[config.mk]
export PLATFORM = sky130hd
export DESIGN_NAME = isink_setpoint_i2c
export DESIGN_NICKNAME = d
export VERILOG_FILES = /design/src/rtl/sink_pkg.sv /design/src/rtl/sink_line_sync.sv /design/src/rtl/sink_bus_ctrl.sv /design/src/rtl/sink_datapath.sv /design/src/rtl/isink_setpoint_i2c.sv
export SDC_FILE = /design/constraint.sdc
export NUM_CORES = 1
export LEC_CHECK = 0
export BUFFER_PORTS_ARGS = -buffer_cell sky130_fd_sc_hd__buf_2
export CAP_MARGIN = 10
export CORE_MARGIN = 2
export CORE_UTILIZATION = 50
export CTS_CLUSTER_SIZE = 12
export DETAILED_ROUTE_END_ITERATION = 8
export PLACE_DENSITY_LB_ADDON = 0.25
export SLEW_MARGIN = 20
export SYNTH_ARGS = -nofsm -noshare
export SYNTH_HDL_FRONTEND = slang
export SYNTH_SLANG_ARGS = --single-unit
[constraint.sdc]
create_clock -name clk -period 1.4 [get_ports clk]
set_input_delay 0.14 -clock clk [delete_from_list [all_inputs] [get_ports clk]]
set_output_delay 0.14 -clock clk [all_outputs]
set_load 0.005 [all_outputs]
[src/rtl/sink_pkg.sv]
package sink_pkg;

  typedef enum logic [2:0] {
    ST_IDLE,
    ST_ADDR,
    ST_ADDR_ACK,
    ST_DATA,
    ST_DATA_ACK,
    ST_SKIP
  } busState_t;

  // strobes from the bus control to the datapath
  typedef struct packed {
    logic shiftBit;      // sample synchronised SDA into the shift register
    logic loadSetpoint;  // eighth data bit present: commit the byte
  } ctlStb_t;

endpackage

[src/rtl/sink_line_sync.sv]
module sink_line_sync #(
  parameter int LINES  = 2,
  parameter int STAGES = 2
) (
  input  logic             clk,
  input  logic             rstN,
  input  logic [LINES-1:0] rawIn,
  output logic [LINES-1:0] syncOut
);

  // idle bus level is high, so every stage resets to 1
  for (genvar g = 0; g < LINES; g++) begin : gLine
    logic [STAGES-1:0] pipe;
    always_ff @(posedge clk or negedge rstN) begin
      if (!rstN) pipe <= '1;
      else       pipe <= {pipe[STAGES-2:0], rawIn[g]};
    end
    assign syncOut[g] = pipe[STAGES-1];
  end

endmodule

[src/rtl/sink_bus_ctrl.sv]
module sink_bus_ctrl
  import sink_pkg::*;
#(
  parameter int BYTE_W = 8
) (
  input  logic    clk,
  input  logic    rstN,
  input  logic    sclS,
  input  logic    sdaS,
  input  logic    addrHit,
  output ctlStb_t ctlStb,
  output logic    sdaPullLow
);

  localparam int CNT_W = $clog2(BYTE_W);
  localparam logic [CNT_W-1:0] LAST_BIT = CNT_W'(BYTE_W - 1);

  busState_t        state;
  logic [CNT_W-1:0] bitCnt;
  logic             ackOn;
  logic             sclD, sdaD;
  logic             sclRise, sclFall, startSeen, stopSeen, lastBit;

  always_ff @(posedge clk or negedge rstN) begin
    if (!rstN) begin
      sclD <= 1'b1;
      sdaD <= 1'b1;
    end else begin
      sclD <= sclS;
      sdaD <= sdaS;
    end
  end

  assign sclRise   = sclS & ~sclD;
  assign sclFall   = ~sclS & sclD;
  assign startSeen = sclS & sclD & sdaD & ~sdaS;
  assign stopSeen  = sclS & sclD & ~sdaD & sdaS;
  assign lastBit   = (bitCnt == LAST_BIT);

  always_comb begin
    ctlStb.shiftBit     = sclRise && (state == ST_ADDR || state == ST_DATA);
    ctlStb.loadSetpoint = sclRise && (state == ST_DATA) && lastBit;
  end

  always_ff @(posedge clk or negedge rstN) begin
    if (!rstN) begin
      state  <= ST_IDLE;
      bitCnt <= '0;
      ackOn  <= 1'b0;
    end else if (startSeen) begin
      state  <= ST_ADDR;
      bitCnt <= '0;
      ackOn  <= 1'b0;
    end else if (stopSeen) begin
      state  <= ST_IDLE;
      bitCnt <= '0;
      ackOn  <= 1'b0;
    end else begin
      case (state)
        ST_ADDR: begin
          if (sclRise) begin
            if (lastBit) begin
              state  <= addrHit ? ST_ADDR_ACK : ST_SKIP;
              bitCnt <= '0;
            end else begin
              bitCnt <= bitCnt + 1'b1;
            end
          end
        end
        ST_DATA: begin
          if (sclRise) begin
            if (lastBit) begin
              state  <= ST_DATA_ACK;
              bitCnt <= '0;
            end else begin
              bitCnt <= bitCnt + 1'b1;
            end
          end
        end
        ST_ADDR_ACK, ST_DATA_ACK: begin
          // first fall ends bit eight, second fall ends the ack clock
          if (sclFall) begin
            if (!ackOn) begin
              ackOn <= 1'b1;
            end else begin
              ackOn <= 1'b0;
              state <= ST_DATA;
            end
          end
        end
        default: ;
      endcase
    end
  end

  assign sdaPullLow = ackOn;

endmodule

[src/rtl/sink_datapath.sv]
module sink_datapath
  import sink_pkg::*;
#(
  parameter int                BYTE_W    = 8,
  parameter int                SEL_W     = 2,
  parameter logic [BYTE_W-2:0] ADDR_BASE = 7'h0C
) (
  input  logic              clk,
  input  logic              rstN,
  input  logic              faultIn,
  input  logic [SEL_W-1:0]  addrSel,
  input  logic              sdaS,
  input  ctlStb_t           ctlStb,
  output logic              addrHit,
  output logic [BYTE_W-1:0] setpoint,
  output logic              sinkEnable
);

  localparam int DEV_W = BYTE_W - 1;

  logic [DEV_W-1:0]  shiftReg;
  logic [BYTE_W-1:0] byteNow;
  logic [DEV_W-1:0]  devAddr;

  // byte as it stands once the bit now on SDA is included
  assign byteNow = {shiftReg, sdaS};
  assign devAddr = ADDR_BASE + DEV_W'(addrSel);
  assign addrHit = (byteNow == {devAddr, 1'b0});

  always_ff @(posedge clk or negedge rstN) begin
    if (!rstN)                shiftReg <= '0;
    else if (ctlStb.shiftBit) shiftReg <= byteNow[DEV_W-1:0];
  end

  always_ff @(posedge clk or negedge rstN) begin
    if (!rstN)                    setpoint <= '0;
    else if (faultIn)             setpoint <= '0;
    else if (ctlStb.loadSetpoint) setpoint <= byteNow;
  end

  assign sinkEnable = |setpoint;

endmodule

[src/rtl/isink_setpoint_i2c.sv]
module isink_setpoint_i2c
  import sink_pkg::*;
#(
  parameter int                BYTE_W      = 8,
  parameter int                SEL_W       = 2,
  parameter int                SYNC_STAGES = 2,
  parameter logic [BYTE_W-2:0] ADDR_BASE   = 7'h0C
) (
  input  logic              clk,
  input  logic              rstN,
  input  logic              sleepN,
  input  logic              faultIn,
  input  logic [SEL_W-1:0]  addrSel,
  input  logic              sclIn,
  input  logic              sdaIn,
  output logic              sdaPullLow,
  output logic [BYTE_W-1:0] setpoint,
  output logic              sinkEnable
);

  logic    coreRstN;
  logic    sclSync, sdaSync;
  logic    addrHit;
  ctlStb_t ctlStb;

  // sleep holds everything in the same state as power-up
  assign coreRstN = rstN & sleepN;

  sink_line_sync #(
    .LINES (2),
    .STAGES(SYNC_STAGES)
  ) i_sync (
    .clk    (clk),
    .rstN   (coreRstN),
    .rawIn  ({sclIn, sdaIn}),
    .syncOut({sclSync, sdaSync})
  );

  sink_bus_ctrl #(
    .BYTE_W(BYTE_W)
  ) i_ctrl (
    .clk       (clk),
    .rstN      (coreRstN),
    .sclS      (sclSync),
    .sdaS      (sdaSync),
    .addrHit   (addrHit),
    .ctlStb    (ctlStb),
    .sdaPullLow(sdaPullLow)
  );

  sink_datapath #(
    .BYTE_W   (BYTE_W),
    .SEL_W    (SEL_W),
    .ADDR_BASE(ADDR_BASE)
  ) i_dp (
    .clk       (clk),
    .rstN      (coreRstN),
    .faultIn   (faultIn),
    .addrSel   (addrSel),
    .sdaS      (sdaSync),
    .ctlStb    (ctlStb),
    .addrHit   (addrHit),
    .setpoint  (setpoint),
    .sinkEnable(sinkEnable)
  );

endmodule

==> summary.md <==
| Metric | Value |
|---|---|
| Post-synth ARST share | `1.00` |
| Worst endpoint data arrival time | `1.70 ns` |
| Via count | `908` |
| Setup WS post-layout | `-0.0778 ns` |
| Area leader, netlist | `dfrtp_1` |
| Wirelength, routed | `2500 um` |
| Startpoint types | `flop` |
| Fmax | `677 MHz` |
| Worst-Skew Late Latency | `0.32 ns` |
| CTS H-tree lvls | `1` |
| Failing checks | `setup timing` |
| Status | `complete, but fails checks` |
| Largest net degree at the start of global routing | `19` |
| RSZ-0062 raised after global routing | `yes` |
| DP HPWL | `1710 um` |
| Initial antenna violation count | `0` |
| Gpl congestion | `0.832` |
| Worst setup EP type | `flop` |
| Synth area leaders | `dfrtp_1 43%, dfstp_2 12%, mux2i_1 8.5%` |
| CTS tree | `yes` |
| Post-synthesis mux area share | `0.146` |
| Pwr dens | `1000 nW/um2` |
| DRC Markers | `0` |
| Worst slew pin tran | `0.523 ns` |
| Final Power | `1.68 mW` |
| Max-slew violations | `0` |
| Hold WC Path Type | `in -> reg` |
| Crit Path Max Fanout | `7` |
| Fin Hold WS | `0.0613 ns` |
| Max_slew headroom | `0.651` |
| ANT cells | `0` |
| Synth Area in Simple Gates | `0.137` |
| Die ar. | `3000 um2` |
| Syn_nets | `115` |
| EDFF count, synth | `0` |
| Synth Cell Area | `1290 um2` |
| First-pass GRT wire length | `4180 um` |
| FP Rows | `18` |
| Clk root buf | `clkbuf_4` |
| Leakage | `0.875 nW` |
| ANT nets after route | `0` |
| Final critical-path share of the clock period | `1.06` |
| Layout area overhead | `29.9%` |
| Skew final | `0.00616 ns` |
| Share of cells above drive strength 1 | `0.451` |
| Initial Utilization | `0.525` |
| Setup WS pre-CTS | `-0.110 ns` |
| Die span in x | `54.8 um` |
| Total gr overflow | `0` |
| Yosys cell types | `35` |
| Hold Vio Cnt, Final | `0` |
| Worst endpoint required time | `1.62 ns` |
| Avg Synthesized Cell Area | `12.3 um2` |
| Count leader, synth | `dfrtp_1` |
| Yosys synthesis warning count | `0` |
| Register bit total from synthesis | `28` |
| Drt wl/cell | `14.5 um` |
| Maxcap violations | `0` |
| Kind of critical path | `reg -> reg` |
| Top FF cell, synth | `dfrtp_1` |
| Yosys top cell area share | `0.427` |
| CTS Sinks | `28` |
| Vias in the first global route | `948` |
| Post-route minimum period | `1.48 ns` |
| Gate Count Post-Synth | `105` |
| Largest family of logic cells by synthesized area | `multiplexers` |
| Core area | `2450 um2` |
| Die Y | `54.8 um` |
| XOR/XNOR Fraction of Synth Area | `0.0339` |
| Post-synthesis adder-cell area fraction | `0.0194` |
| Vias per std cell | `5.28` |
| # IOs | `18` |
| Total CTS buffers | `3` |
| Clock tree buffer depth | `2` |
| CTS clk-pin slew, worst paths | `0.15 ns` |
| Router iterations before antenna repair | `4` |
| Synth Area in Compound Gates | `0.0737` |
| Layout net count | `153` |
| GRT Total Usage | `0.195` |
| Sequential fraction of the synthesis area | `0.549` |
| Initial drt markers | `19` |
| Peak supply drop | `0.909 mV` |
| Final setup vio count | `17` |
| Final core occ | `0.682` |
| Top post-synthesis cells by count | `22 x dfrtp_1, 14 x nor2_1, 11 x mux2i_1, 7 x mux2_2, 6 x dfstp_2` |
| Port Buffers | `17` |
-- power breakdown --
group | switching, mW | total [mW] | internal, mW
Combinational | 0.112 | 0.293 | 0.180
Clock | 0.229 | 0.388 | 0.159
Sequential | 0.0873 | 0.995 | 0.908
Total | 0.429 | 1.68 | 1.25
-- cell families (layout without fill, tap and decap cells) --
family / after synthesis / in the layout
compound gates: 12 / 12
xor+xnor: 5 / 5
fa+ha+maj: 2 / 2
buf+inv: 9 / 46
flops: 28 / 28
mux: 18 / 18
simple gates: 31 / 31
-- per-stage QoR --
stage | TNS (ns) | instance area, um2 | std cells
floorplan | -0.0172 | 1290 | 105
global placement | -0.906 | 1490 | 161
detailed placement | -1.07 | 1490 | 161
CTS | -0.478 | 1620 | 170
global route | -1.65 | 1680 | 172
finish | -0.642 | 1680 | 172
-- layout by cell type (no fill, tap or decap), types with 2 or more instances in the layout --
| cell type | synthesis | layout |
|---|---|---|
| buf_2 | 0 | 17 |
| buf_12 | 0 | 2 |
| xnor2_1 | 2 | 2 |
| dlygate4sd3_1 | 0 | 4 |
| clkbuf_4 | 0 | 3 |
| mux2i_1 | 11 | 10 |
| inv_1 | 4 | 4 |
| mux2_2 | 7 | 4 |
| nor2_1 | 14 | 14 |
| o22ai_2 | 1 | 2 |
| nand2b_1 | 2 | 2 |
| buf_6 | 2 | 3 |
| xor2_1 | 3 | 3 |
| dfstp_2 | 6 | 6 |
| mux2_4 | 0 | 3 |
| nand2_1 | 3 | 3 |
| a21oi_1 | 2 | 2 |
| dfrtp_1 | 22 | 22 |
| buf_4 | 1 | 12 |
-- cell type report --
type / count / area [um2]
fillers: 182 / 779
flip-flops and latches: 28 / 708
multi-input cells: 68 / 589
repair buffers: 38 / 289
well taps: 30 / 37.5
clock buffers: 4 / 36.3
inverters: 4 / 15.0
-- worst max-delay path, cell delays in order (launching register included) --
cell and delay (ns):
dfstp_2 0.57, and4bb_4 0.31, buf_6 0.16, mux2_2 0.34
-- path summary, 6_finish.rpt --
path | startpoint | endpoint | slack (ns) | cells past startpoint
hold reg to reg | i_sync.gLine[1].pipe[0]$_DFF_PN1_ | i_sync.gLine[1].pipe[1]$_DFF_PN1_ | 0.37 | 0
setup / recovery | i_sync.gLine[1].pipe[1]$_DFF_PN1_ | i_dp.shiftReg[0]$_DFFE_PN0P_ | -0.08 | 3
hold / removal | faultIn | i_dp.setpoint[4]$_DFFE_PN0P_ | 0.06 | 2
min in group asynchronous | sleepN | i_ctrl.bitCnt[1]$_DFFE_PN0P_ | 0.40 | 3
max in group asynchronous | rstN | i_ctrl.state[0]$_DFFE_PN0P_ | 0.52 | 4
setup reg to reg | i_sync.gLine[1].pipe[1]$_DFF_PN1_ | i_dp.shiftReg[0]$_DFFE_PN0P_ | -0.08 | 3
-- repair_timing --
action | in CTS | in global routing
pin swaps | 3 | 4
endpoints found under the setup margin | 19 | 23
hold buffers | 4 | 0
hold endpoints to repair | 6 | 0
setup buffers | 1 | 3
gates resized for setup | 7 | 9
-- registers in the layout (all words and copies together) (netlist names) --
signal	cells
i_dp.setpoint	8
i_dp.shiftReg	7
i_sync.gLine.pipe	4
i_ctrl.bitCnt	3
i_ctrl.state	3
i_ctrl.sclD	1
i_ctrl.sdaD	1
i_ctrl.sdaPullLow	1
-- per-layer routing --
layer	global-route usage	up-vias	routed length, um
met3	0.0328	2	53
met1	0.267	448	1230
li1	-	444	-
met2	0.325	14	1200
met5	0	-	0
met4	0.0375	0	13
Note: power is estimated with default switching activity, not from simulation.
